<file path="src/rtl/uwm_pkg.sv">
package uwm_pkg;

   // Kind of partial-word operation after decode.
   typedef enum logic [1:0] {
      KIND_LOAD_HI  = 2'd0,
      KIND_LOAD_LO  = 2'd1,
      KIND_STORE_HI = 2'd2,
      KIND_STORE_LO = 2'd3
   } uwm_kind_e;

   function automatic logic kind_is_load(uwm_kind_e k);
      return (k == KIND_LOAD_HI) || (k == KIND_LOAD_LO);
   endfunction

endpackage

</file>
<file path="src/rtl/uwm_decode.sv">
module uwm_decode
   import uwm_pkg::*;
#(
   parameter int unsigned        OPC_W      = 6,
   parameter logic [OPC_W-1:0]   OPC_LD_HI  = 6'h22,
   parameter logic [OPC_W-1:0]   OPC_LD_LO  = 6'h26,
   parameter logic [OPC_W-1:0]   OPC_ST_HI  = 6'h2a,
   parameter logic [OPC_W-1:0]   OPC_ST_LO  = 6'h2e
) (
   input  logic [OPC_W-1:0] opcode,
   output logic             legal,
   output uwm_kind_e        kind
);

   generate
      if ((OPC_LD_HI == OPC_LD_LO) || (OPC_LD_HI == OPC_ST_HI) ||
          (OPC_LD_HI == OPC_ST_LO) || (OPC_LD_LO == OPC_ST_HI) ||
          (OPC_LD_LO == OPC_ST_LO) || (OPC_ST_HI == OPC_ST_LO)) begin : g_bad_opc
         $error("uwm_decode: opcode parameters must be distinct");
      end
   endgenerate

   always_comb begin
      legal = 1'b1;
      kind  = KIND_LOAD_HI;
      if (opcode == OPC_LD_HI) begin
         kind = KIND_LOAD_HI;
      end else if (opcode == OPC_LD_LO) begin
         kind = KIND_LOAD_LO;
      end else if (opcode == OPC_ST_HI) begin
         kind = KIND_STORE_HI;
      end else if (opcode == OPC_ST_LO) begin
         kind = KIND_STORE_LO;
      end else begin
         legal = 1'b0;
      end
   end

endmodule

</file>
<file path="src/rtl/uwm_lane_ctrl.sv">
module uwm_lane_ctrl
   import uwm_pkg::*;
#(
   parameter int unsigned LANES      = 4,
   parameter bit          BIG_ENDIAN = 1'b1,
   localparam int unsigned OFS_W     = $clog2(LANES)
) (
   input  uwm_kind_e          kind,
   input  logic [OFS_W-1:0]   ofs,
   output logic               shift_up,
   output logic [OFS_W-1:0]   shift_bytes,
   output logic [LANES-1:0]   lane_mask
);

   localparam logic [OFS_W-1:0] TOP_LANE = OFS_W'(LANES - 1);

   // Distance of the addressed byte from the most significant end of
   // the word, in bytes.  Byte order picks how the offset maps.
   logic [OFS_W-1:0] near_dist;

   generate
      if (BIG_ENDIAN) begin : g_big
         assign near_dist = ofs;
      end else begin : g_little
         assign near_dist = TOP_LANE - ofs;
      end
   endgenerate

   always_comb begin
      unique case (kind)
         KIND_LOAD_HI: begin
            shift_up    = 1'b1;
            shift_bytes = near_dist;
         end
         KIND_LOAD_LO: begin
            shift_up    = 1'b0;
            shift_bytes = TOP_LANE - near_dist;
         end
         KIND_STORE_HI: begin
            shift_up    = 1'b0;
            shift_bytes = near_dist;
         end
         default: begin
            shift_up    = 1'b1;
            shift_bytes = TOP_LANE - near_dist;
         end
      endcase
   end

   // A lane is replaced exactly when the shifted source covers it.
   generate
      for (genvar ln = 0; ln < LANES; ln++) begin : g_lane
         assign lane_mask[ln] = shift_up ? (OFS_W'(ln) >= shift_bytes)
                                         : (OFS_W'(ln) <= (TOP_LANE - shift_bytes));
      end
   endgenerate

endmodule

</file>
<file path="src/rtl/uwm_byte_merge.sv">
module uwm_byte_merge #(
   parameter int unsigned LANES   = 4,
   localparam int unsigned OFS_W  = $clog2(LANES),
   localparam int unsigned DATA_W = 8 * LANES
) (
   input  logic [DATA_W-1:0] src_word,
   input  logic [DATA_W-1:0] dst_word,
   input  logic              shift_up,
   input  logic [OFS_W-1:0]  shift_bytes,
   input  logic [LANES-1:0]  lane_mask,
   output logic [DATA_W-1:0] merged
);

   logic [OFS_W+2:0]  bit_shift;
   logic [DATA_W-1:0] aligned_src;

   assign bit_shift   = {shift_bytes, 3'b000};
   assign aligned_src = shift_up ? (src_word << bit_shift) : (src_word >> bit_shift);

   generate
      for (genvar ln = 0; ln < LANES; ln++) begin : g_lane
         assign merged[8*ln +: 8] = lane_mask[ln] ? aligned_src[8*ln +: 8]
                                                  : dst_word[8*ln +: 8];
      end
   endgenerate

endmodule

</file>
<file path="src/rtl/uwm_out_stage.sv">
module uwm_out_stage #(
   parameter int unsigned LANES   = 4,
   parameter int unsigned ADDR_W  = 32,
   localparam int unsigned DATA_W = 8 * LANES
) (
   input  logic              clk,
   input  logic              rst_n,
   input  logic              nxt_valid,
   input  logic              nxt_reg_wr,
   input  logic              nxt_mem_wr,
   input  logic [DATA_W-1:0] nxt_data,
   input  logic [ADDR_W-1:0] nxt_addr,
   input  logic [LANES-1:0]  nxt_be,
   output logic              q_valid,
   output logic              q_reg_wr,
   output logic              q_mem_wr,
   output logic [DATA_W-1:0] q_data,
   output logic [ADDR_W-1:0] q_addr,
   output logic [LANES-1:0]  q_be
);

   always_ff @(posedge clk) begin
      if (!rst_n) begin
         q_valid  <= 1'b0;
         q_reg_wr <= 1'b0;
         q_mem_wr <= 1'b0;
         q_data   <= '0;
         q_addr   <= '0;
         q_be     <= '0;
      end else begin
         q_valid  <= nxt_valid;
         q_reg_wr <= nxt_reg_wr;
         q_mem_wr <= nxt_mem_wr;
         q_data   <= nxt_data;
         q_addr   <= nxt_addr;
         q_be     <= nxt_be;
      end
   end

   p_latency_r2: assert property (@(posedge clk) disable iff (!rst_n)
      nxt_valid |=> q_valid);
   p_idle_r2: assert property (@(posedge clk) disable iff (!rst_n)
      !nxt_valid |=> !q_valid);
   p_strobe_needs_valid_r12: assert property (@(posedge clk) disable iff (!rst_n)
      (q_reg_wr || q_mem_wr) |-> q_valid);

endmodule

</file>
<file path="src/rtl/unaligned_word_merge.sv">
module unaligned_word_merge
   import uwm_pkg::*;
#(
   parameter int unsigned        LANES      = 4,
   parameter int unsigned        ADDR_W     = 32,
   parameter int unsigned        OPC_W      = 6,
   parameter bit                 BIG_ENDIAN = 1'b1,
   parameter logic [OPC_W-1:0]   OPC_LD_HI  = 6'h22,
   parameter logic [OPC_W-1:0]   OPC_LD_LO  = 6'h26,
   parameter logic [OPC_W-1:0]   OPC_ST_HI  = 6'h2a,
   parameter logic [OPC_W-1:0]   OPC_ST_LO  = 6'h2e
) (
   input  logic                 clk,
   input  logic                 rst_n,
   input  logic                 in_valid,
   input  logic [OPC_W-1:0]     in_opcode,
   input  logic [ADDR_W-1:0]    in_addr,
   input  logic [8*LANES-1:0]   in_reg,
   input  logic [8*LANES-1:0]   in_mem,
   input  logic                 in_fault,
   output logic                 out_valid,
   output logic                 out_reg_wr,
   output logic                 out_mem_wr,
   output logic [8*LANES-1:0]   out_data,
   output logic [ADDR_W-1:0]    out_mem_addr,
   output logic [LANES-1:0]     out_byte_en
);

   localparam int unsigned DATA_W = 8 * LANES;
   localparam int unsigned OFS_W  = $clog2(LANES);

   generate
      if ((LANES < 2) || ((1 << OFS_W) != LANES)) begin : g_bad_lanes
         $error("unaligned_word_merge: LANES must be a power of two, at least 2");
      end
      if (ADDR_W <= OFS_W) begin : g_bad_addr
         $error("unaligned_word_merge: ADDR_W too small for LANES");
      end
   endgenerate

   // ---------------- decode ----------------
   logic      op_legal;
   uwm_kind_e op_kind;

   uwm_decode #(
      .OPC_W    (OPC_W),
      .OPC_LD_HI(OPC_LD_HI),
      .OPC_LD_LO(OPC_LD_LO),
      .OPC_ST_HI(OPC_ST_HI),
      .OPC_ST_LO(OPC_ST_LO)
   ) u_decode (
      .opcode(in_opcode),
      .legal (op_legal),
      .kind  (op_kind)
   );

   // ---------------- lane selection ----------------
   logic [OFS_W-1:0] byte_ofs;
   logic             shift_up;
   logic [OFS_W-1:0] shift_bytes;
   logic [LANES-1:0] lane_mask;

   assign byte_ofs = in_addr[OFS_W-1:0];

   uwm_lane_ctrl #(
      .LANES     (LANES),
      .BIG_ENDIAN(BIG_ENDIAN)
   ) u_lane_ctrl (
      .kind       (op_kind),
      .ofs        (byte_ofs),
      .shift_up   (shift_up),
      .shift_bytes(shift_bytes),
      .lane_mask  (lane_mask)
   );

   // ---------------- merge ----------------
   logic              is_load;
   logic [DATA_W-1:0] src_word;
   logic [DATA_W-1:0] dst_word;
   logic [DATA_W-1:0] merged;

   assign is_load  = kind_is_load(op_kind);
   assign src_word = is_load ? in_mem : in_reg;
   assign dst_word = is_load ? in_reg : in_mem;

   uwm_byte_merge #(
      .LANES(LANES)
   ) u_merge (
      .src_word   (src_word),
      .dst_word   (dst_word),
      .shift_up   (shift_up),
      .shift_bytes(shift_bytes),
      .lane_mask  (lane_mask),
      .merged     (merged)
   );

   // ---------------- write control ----------------
   logic              commit;
   logic              nxt_reg_wr;
   logic              nxt_mem_wr;
   logic [LANES-1:0]  nxt_be;
   logic [DATA_W-1:0] nxt_data;
   logic [ADDR_W-1:0] nxt_addr;

   assign commit     = in_valid && op_legal && !in_fault;
   assign nxt_reg_wr = commit && is_load;
   assign nxt_mem_wr = commit && !is_load;
   assign nxt_be     = nxt_mem_wr ? lane_mask : '0;
   assign nxt_data   = op_legal ? merged : '0;
   assign nxt_addr   = {in_addr[ADDR_W-1:OFS_W], {OFS_W{1'b0}}};

   uwm_out_stage #(
      .LANES (LANES),
      .ADDR_W(ADDR_W)
   ) u_out (
      .clk       (clk),
      .rst_n     (rst_n),
      .nxt_valid (in_valid),
      .nxt_reg_wr(nxt_reg_wr),
      .nxt_mem_wr(nxt_mem_wr),
      .nxt_data  (nxt_data),
      .nxt_addr  (nxt_addr),
      .nxt_be    (nxt_be),
      .q_valid   (out_valid),
      .q_reg_wr  (out_reg_wr),
      .q_mem_wr  (out_mem_wr),
      .q_data    (out_data),
      .q_addr    (out_mem_addr),
      .q_be      (out_byte_en)
   );

   // ---------------- assertions ----------------
   p_fault_drops_r9: assert property (@(posedge clk) disable iff (!rst_n)
      (in_valid && in_fault) |=> (!out_reg_wr && !out_mem_wr && (out_byte_en == '0)));

   p_unknown_opc_r10: assert property (@(posedge clk) disable iff (!rst_n)
      (in_valid && (in_opcode != OPC_LD_HI) && (in_opcode != OPC_LD_LO) &&
       (in_opcode != OPC_ST_HI) && (in_opcode != OPC_ST_LO))
      |=> (!out_reg_wr && !out_mem_wr && (out_data == '0)));

   p_load_no_be_r7: assert property (@(posedge clk) disable iff (!rst_n)
      !out_mem_wr |-> (out_byte_en == '0));

   p_store_has_be_r7: assert property (@(posedge clk) disable iff (!rst_n)
      out_mem_wr |-> (out_byte_en != '0));

   p_one_target_r12: assert property (@(posedge clk) disable iff (!rst_n)
      !(out_reg_wr && out_mem_wr));

   p_word_addr_r8: assert property (@(posedge clk) disable iff (!rst_n)
      in_valid |=> (out_mem_addr[ADDR_W-1:OFS_W] == $past(in_addr[ADDR_W-1:OFS_W]))
                   && (out_mem_addr[OFS_W-1:0] == '0));

   p_full_word_r11: assert property (@(posedge clk) disable iff (!rst_n)
      (in_valid && BIG_ENDIAN &&
       (((in_opcode == OPC_LD_HI) && (in_addr[OFS_W-1:0] == '0)) ||
        ((in_opcode == OPC_LD_LO) && (in_addr[OFS_W-1:0] == OFS_W'(LANES - 1)))))
      |=> (out_data == $past(in_mem)));

endmodule

</file>
<file path="config.mk">
export PLATFORM = sky130hd
export DESIGN_NAME = unaligned_word_merge
export DESIGN_NICKNAME = d
export VERILOG_FILES = /design/src/rtl/uwm_pkg.sv /design/src/rtl/uwm_decode.sv /design/src/rtl/uwm_lane_ctrl.sv /design/src/rtl/uwm_byte_merge.sv /design/src/rtl/uwm_out_stage.sv /design/src/rtl/unaligned_word_merge.sv
export SDC_FILE = /design/constraint.sdc
export NUM_CORES = 1
export LEC_CHECK = 0
export CAP_MARGIN = 20
export CORE_AREA = 2 2 130 132
export DETAILED_ROUTE_END_ITERATION = 7
export DIE_AREA = 0 0 132 134
export DONT_BUFFER_PORTS = 1
export PLACE_DENSITY = 0.41
export SLEW_MARGIN = 20
export SYNTH_ARGS = -nofsm -noshare
export SYNTH_HDL_FRONTEND = slang
export SYNTH_SLANG_ARGS = --single-unit
</file>
<file path="constraint.sdc">
create_clock -name clk -period 3.61 [get_ports clk]
set_input_delay 0.1805 -clock clk [delete_from_list [all_inputs] [get_ports clk]]
set_output_delay 0.1805 -clock clk [all_outputs]
set_load 0.01 [all_outputs]
</file>
After elaboration in Yosys (flattened, before gate mapping)
Index checks and enable logic that the tools add are counted. W data, S select, Z words.

Register bits: 71. Input port bits: 106. Output and inout bits: 71. Logic and storage cells: 57.

Add/sub/neg operators: 2. $lt $le $gt $ge: 8. Equality and inequality tests: 6. Shift-type cells: 2. Multiplexer cells: 20. Reduce and logical (&&, ||, !) cells: 12.

Operators with widths (count): $mux W32 (3); $mux W8 (4); $shl A32 B5 Y32 (1); $shr A32 B5 Y32 (1); $eq A6 B6 Y1 const B (4); $mux W2 (5); $mux W1 (8); $ge A1 B2 Y1 const A (2); $ge A2 B2 Y1 const A (2); $le A1 B2 Y1 const A (2); $le A2 B2 Y1 const A (2); $logic_and A1 B1 Y1 (4); $reduce_and A2 Y1 (2); $reduce_or A2 Y1 (2); $sub A2 B2 Y2 const A (2); $eq A2 B1 Y1 const B (1); $eq A2 B2 Y1 const B (1); $logic_not A1 Y1 (2); $logic_not A2 Y1 (1); $logic_or A1 B1 Y1 (1).

Logic depth before layout (Yosys ltp)
Word-level depth: 12. Depth in mapped cells: 13. Mapped depth without buffers: 9.

By module
From an unflattened synthesis, not the netlist that was laid out.

Cells, all modules: 507. Area, all modules: 4638.2 um^2.

Modules (own cells, without submodules): uwm_out_stage (times used 1, cells an instance 149, area each 1989.4 um^2, seq. area each 1421.4 um^2); uwm_byte_merge (times used 1, cells an instance 223, area each 1453.9 um^2, seq. area each 0.0 um^2); unaligned_word_merge (times used 1, cells an instance 114, area each 1042.2 um^2, seq. area each 0.0 um^2); uwm_lane_ctrl (times used 1, cells an instance 18, area each 127.6 um^2, seq. area each 0.0 um^2); uwm_decode (times used 1, cells an instance 3, area each 25.0 um^2, seq. area each 0.0 um^2).

Worst setup path after synthesis
No wires, ideal clock.

Path type: input-to-reg. Start: input in_opcode[0]. End: register u_out.q_data[7]. Library setup time: 0.132 ns. Arrival time: 2.416 ns. Required time: 3.478 ns. Path slack: 1.062 ns. Cell stages on the path: 12. Buffers on the path: 4. Cell sequence: nand4bb_4 buf_6 nor2_2 buf_2 ha_1 or2_1 buf_2 buf_4 mux2i_2 o21ai_0 a221oi_1 a211oi_2.

Cells in the longest elaborated chain, start to end: 12. Elaborated cells between the ends (all ways): 30. Those cells by class: 1 x add/sub; 2 x order compare; 6 x eq/ne; 2 x shift; 14 x mux; 5 x reduce/logical.

RTL lines: start: declaration (line unaligned_word_merge.sv:16) `input logic [OPC_W-1:0] in_opcode,`; $eq A6 B6 Y1 (line uwm_decode.sv:32) `end else if (opcode == OPC_ST_LO) begin`; $mux W2 (line uwm_decode.sv:32); $mux W2 (line uwm_decode.sv:30) `end else if (opcode == OPC_ST_HI) begin`; $mux W2 (line uwm_decode.sv:28) `end else if (opcode == OPC_LD_LO) begin`; $mux W2 (line uwm_decode.sv:26) `if (opcode == OPC_LD_HI) begin`; $eq A2 B2 Y1 / $logic_not A2 Y1 (equally long branches) (line uwm_lane_ctrl.sv:30, uwm_pkg.sv:12); $reduce_or A2 Y1 (no source line); $mux W2; $sub A2 B2 Y2 (line uwm_lane_ctrl.sv:54) `: (OFS_W'(ln) <= (TOP_LANE - shift_bytes));`; $le A1 B2 Y1 (line uwm_lane_ctrl.sv:54); $mux W1 (line uwm_lane_ctrl.sv:53) `assign lane_mask[ln] = shift_up ? (OFS_W'(ln) >= shift_bytes)`; $mux W8 (line uwm_byte_merge.sv:22) `assign merged[8*ln +: 8] = lane_mask[ln] ? aligned_src[8*ln +: 8]`; end signal: assignment (line uwm_out_stage.sv:34) `q_data <= nxt_data;`; end: declaration (line uwm_out_stage.sv:17) `output logic [DATA_W-1:0] q_data,`.

Parallel ways exist; a longest one is shown, timed or not. A chain may end at the register's enable or synchronous reset.

Worst setup path in the final report
Start: input in_opcode[0]. End: register u_out.q_data[16].

Cells in the longest elaborated chain, start to end: 12. Elaborated cells between the ends (all ways): 30. Those cells by class: 1 x add/sub; 2 x order compare; 6 x eq/ne; 2 x shift; 14 x mux; 5 x reduce/logical.

RTL lines (line): $eq A6 B6 Y1 (uwm_decode.sv:32); $mux W2 (uwm_decode.sv:32); $mux W2 (uwm_decode.sv:30); $mux W2 (uwm_decode.sv:28); $mux W2 (uwm_decode.sv:26); $eq A2 B2 Y1 / $logic_not A2 Y1 (equally long branches) (uwm_lane_ctrl.sv:30, uwm_pkg.sv:12); $reduce_or A2 Y1 (no source line); $mux W2; $sub A2 B2 Y2 (uwm_lane_ctrl.sv:54); $le A2 B2 Y1 (uwm_lane_ctrl.sv:54); $mux W1 (uwm_lane_ctrl.sv:53); $mux W8 (uwm_byte_merge.sv:22).

Parallel ways exist; a longest one is shown, timed or not.

==> impl_metrics.env <==
export IMPL_p_per_area_nw_per_um2=401
export IMPL_ant_nets=0
export IMPL_clk_pin_slew_ns=0.07
export IMPL_core_rowCount=47
export IMPL_required_ns=3.80
export IMPL_arrival_ns=3.08
export IMPL_synth_edf_count=0
export IMPL_critPathCaptureType="register"
export IMPL_synth_top_area_cell="dfxtp_1"
export IMPL_seqPwrFrac_pct=37.6
export IMPL_fin_nets=664
export IMPL_syn2layout_area_growth_pct=19.4
export IMPL_first_iter_violations=289
export IMPL_die_x_um=132
export IMPL_p_sw_uw=614
export IMPL_worstMarginPinSlew_ns=0.967
export IMPL_ctsResizeCount=0
export IMPL_grt_pass1_wl_um=28700
export IMPL_yosysUniqueCellTypes=63
export IMPL_ctsLongestPathBuffers=2
export IMPL_cts_max_level=3
export IMPL_maxCapViolCount=0
export IMPL_antenna_found_initial=0
export IMPL_syn_instance_count=538
export IMPL_yosysWarnings=0
export IMPL_cts_tree="done"
export IMPL_wire_per_inst_um=24.9
export IMPL_yosysTopAreaCellShare_pct=30.8
export IMPL_status="completed"
export IMPL_cp_slowest_stage_delay_ns=0.50
export IMPL_hold_viol=0
export IMPL_cp_start_kind="primary input"
export IMPL_routabilityCongestion=0.932
export IMPL_fmax_ghz=0.347
export IMPL_yosysSeqAreaShare_pct=30.8
export IMPL_setup_ws_ns=0.724
export IMPL_p_int_uw=1530
export IMPL_period_share_pct=79.9
export IMPL_dieArea_um2=17700
export IMPL_rsz0062_at_grt="no"
export IMPL_comb_power_share_pct=15.2
export IMPL_firstDrtPassIters=5
export IMPL_p_clk_share_pct=47.2
export IMPL_grt_pass1_vias=4643
export IMPL_drc=0
export IMPL_fill_cells=1704
export IMPL_post_synth_cell_area_avg_um2=8.33
export IMPL_path_class="in2reg"
export IMPL_drive_gt1_share_pct=11.6
export IMPL_cp_slowest_cell="o41ai_1"
export IMPL_dieHeight_um=134
export IMPL_relSlewSlack_pct=35.1
export IMPL_synthArstFlopShare_pct=0
export IMPL_yosys_most_used_dff="dfxtp_1"
export IMPL_initial_core_util_pct=27.5
export IMPL_grtUsageTotal_pct=21.5
export IMPL_hold_path_class="in2reg"
export IMPL_period_needed_ns=2.89
export IMPL_tns_ns=0
export IMPL_finalWirelength_um=19400
export IMPL_ys_top_cells_by_area="dfxtp_1 (31%), mux2i_1 (11%), and2_1 (4.3%)"
export IMPL_cts_buffers_inserted=9
export IMPL_setup_viol=0
export IMPL_netSwitchingFraction_pct=28.6
export IMPL_netlist_area_um2=4480
export IMPL_vias=4625
export IMPL_place_port_buffers=0
export IMPL_path_delay_family="simple AND/OR/NAND/NOR gates"
export IMPL_clockRootBuffer="clkbuf_16"
export IMPL_ys_ff_latch=69
export IMPL_place_area_um2=4690
export IMPL_grt_max_degree=42
export IMPL_power_leakage_uw=0.00197
export IMPL_path_max_fanout=41
export IMPL_path_buf_inv=2
export IMPL_coreArea_um2=16300
export IMPL_irDropWorstVdd_mv=0.237
export IMPL_antennaDiodeCount=0
export IMPL_pin_count=177
export IMPL_final_area_um2=5350
export IMPL_dp_slack_ns=0.428
export IMPL_vias_per_cell=5.92
export IMPL_hpwl_um=14100
export IMPL_slew_violations=0
export IMPL_path_cells="nand4bb_4 -> nor2_2 -> inv_2 -> ha_1 -> or2_2 -> buf_12 -> mux2i_1 -> nor3_1 -> o32ai_1 -> o41ai_1"
export IMPL_overflow=0
export IMPL_clock_sinks=69
per-layer routing:
metal  vias to the layer above  global-route usage (%)  routed length [µm]
li1                       2094                       -                   -
met1                      2226                    25.7                7790
met2                       267                    35.5                9060
met3                        38                    7.22                1900
met4                         0                    9.24                 675
met5                         -                       0                   0
final timing paths:
kind | to | cells past startpoint | startpoint
worst max-delay path | u_out.q_data[16] | 10 | in_opcode[0]
worst min-delay path | u_out.q_data[7] | 2 | in_addr[0]
registers in the layout, summed over array words and instances, names as in the netlist:
| register | count |
|---|---|
| u_out.q_valid | 1 |
| u_out.q_reg_wr | 1 |
| u_out.q_mem_wr | 1 |
| u_out.q_addr | 30 |
| u_out.q_data | 32 |
| u_out.q_be | 4 |
synth_stat cells, types with 2 or more instances:
| library cell | n |
|---|---|
| nand3_1 | 23 |
| o221ai_1 | 5 |
| a211oi_1 | 18 |
| nor4_1 | 3 |
| a211oi_2 | 2 |
| a221o_1 | 3 |
| a32oi_1 | 4 |
| a21oi_1 | 30 |
| inv_1 | 3 |
| nor2_2 | 2 |
| and2_1 | 31 |
| o211ai_1 | 10 |
| o22ai_1 | 6 |
| o32ai_1 | 11 |
| a311oi_1 | 5 |
| buf_1 | 4 |
| a21oi_2 | 4 |
| buf_2 | 19 |
| dfxtp_1 | 69 |
| mux2_2 | 3 |
| nor3_1 | 26 |
| nor3_2 | 2 |
| inv_2 | 3 |
| a31oi_1 | 8 |
| a221oi_1 | 10 |
| mux2i_1 | 49 |
| a2111oi_0 | 7 |
| o21ai_0 | 36 |
| buf_4 | 5 |
| nor3b_1 | 4 |
| nand2b_1 | 4 |
| o21ai_1 | 4 |
| o41a_1 | 3 |
| nor4bb_1 | 2 |
| buf_6 | 3 |
| nand4_1 | 5 |
| o21a_1 | 7 |
| and3_1 | 2 |
| nand2_1 | 42 |
| or4_1 | 4 |
| ha_1 | 2 |
| nor2_1 | 20 |
| clkbuf_1 | 15 |
layout by cell type (no fill, tap or decap), types with 3 or more instances in the layout:
| master | count |
|---|---|
| dfxtp_1 | 69 |
| mux2i_1 | 49 |
| nand2_1 | 42 |
| o21ai_0 | 36 |
| dlygate4sd3_1 | 32 |
| and2_1 | 31 |
| a21oi_1 | 30 |
| nor3_1 | 26 |
| nand3_1 | 23 |
| nor2_1 | 19 |
| buf_4 | 19 |
| a211oi_1 | 18 |
| o32ai_1 | 11 |
| o211ai_1 | 10 |
| a221oi_1 | 10 |
| clkbuf_16 | 9 |
| a31oi_1 | 8 |
| a2111oi_0 | 7 |
| o21a_1 | 7 |
| o22ai_1 | 6 |
| nand4_1 | 5 |
| o221ai_1 | 5 |
| a311oi_1 | 5 |
| a21oi_2 | 4 |
| nand2b_1 | 4 |
| or4_1 | 4 |
| nor3b_1 | 4 |
| a32oi_1 | 4 |
| inv_2 | 3 |
| inv_1 | 3 |
| mux2_2 | 3 |
| o21ai_1 | 3 |
| o41a_1 | 3 |
| nor4_1 | 3 |
| a221o_1 | 3 |
cells by family (layout without fill, tap and decap cells):
family,Yosys count,after routing,synth area share (%)
AO/OA/AOI/OAI,182,182,28.7
AND/OR/NAND/NOR,178,178,21.9
flip-flops,69,69,30.8
multiplexers,53,53,12.0
buffers and inverters,53,75,5.89
adder cells (fa/ha/maj),2,2,0.559
other,1,2,0.0837
timing repair:
action | CTS | global route
setup buffers | 0 | 0
endpoints found under the hold margin | 31 | 0
hold buffers | 32 | 0
power by group through the flow:
stage	clock network (µW)	registers [µW]	logic, µW
6_report	1010	805	326
5_1_grt	1070	806	349
4_1_cts	1040	805	319
3_5_place_dp	0	823	287
3_3_place_gp	0	822	288
2_1_floorplan	0	819	219
final cells by class:
class / count / area [µm²] / share of cell area, %
Sequential cell: 69 / 1380 / 25.8
Timing Repair Buffer: 52 / 483 / 9.03
Tap cell: 220 / 275 / 5.15
Clock inverter: 7 / 106 / 1.99
Clock buffer: 9 / 225 / 4.21
Inverter: 7 / 26.3 / 0.491
Multi-Input combinational cell: 417 / 2850 / 53.3
metrics by stage:
step	std cells	utilization (%)	total power, µW	hold WS (ns)
final	781	32.8	2140	0.0313
after global routing	781	32.8	2230	0.0148
after CTS	781	32.8	2170	0.0148
after detailed placement	733	28.8	1110	0.294
after global placement	733	28.8	1110	0.305
after floorplan	539	-	1040	0.258
No activity file was read; power rests on OpenSTA's default activity.
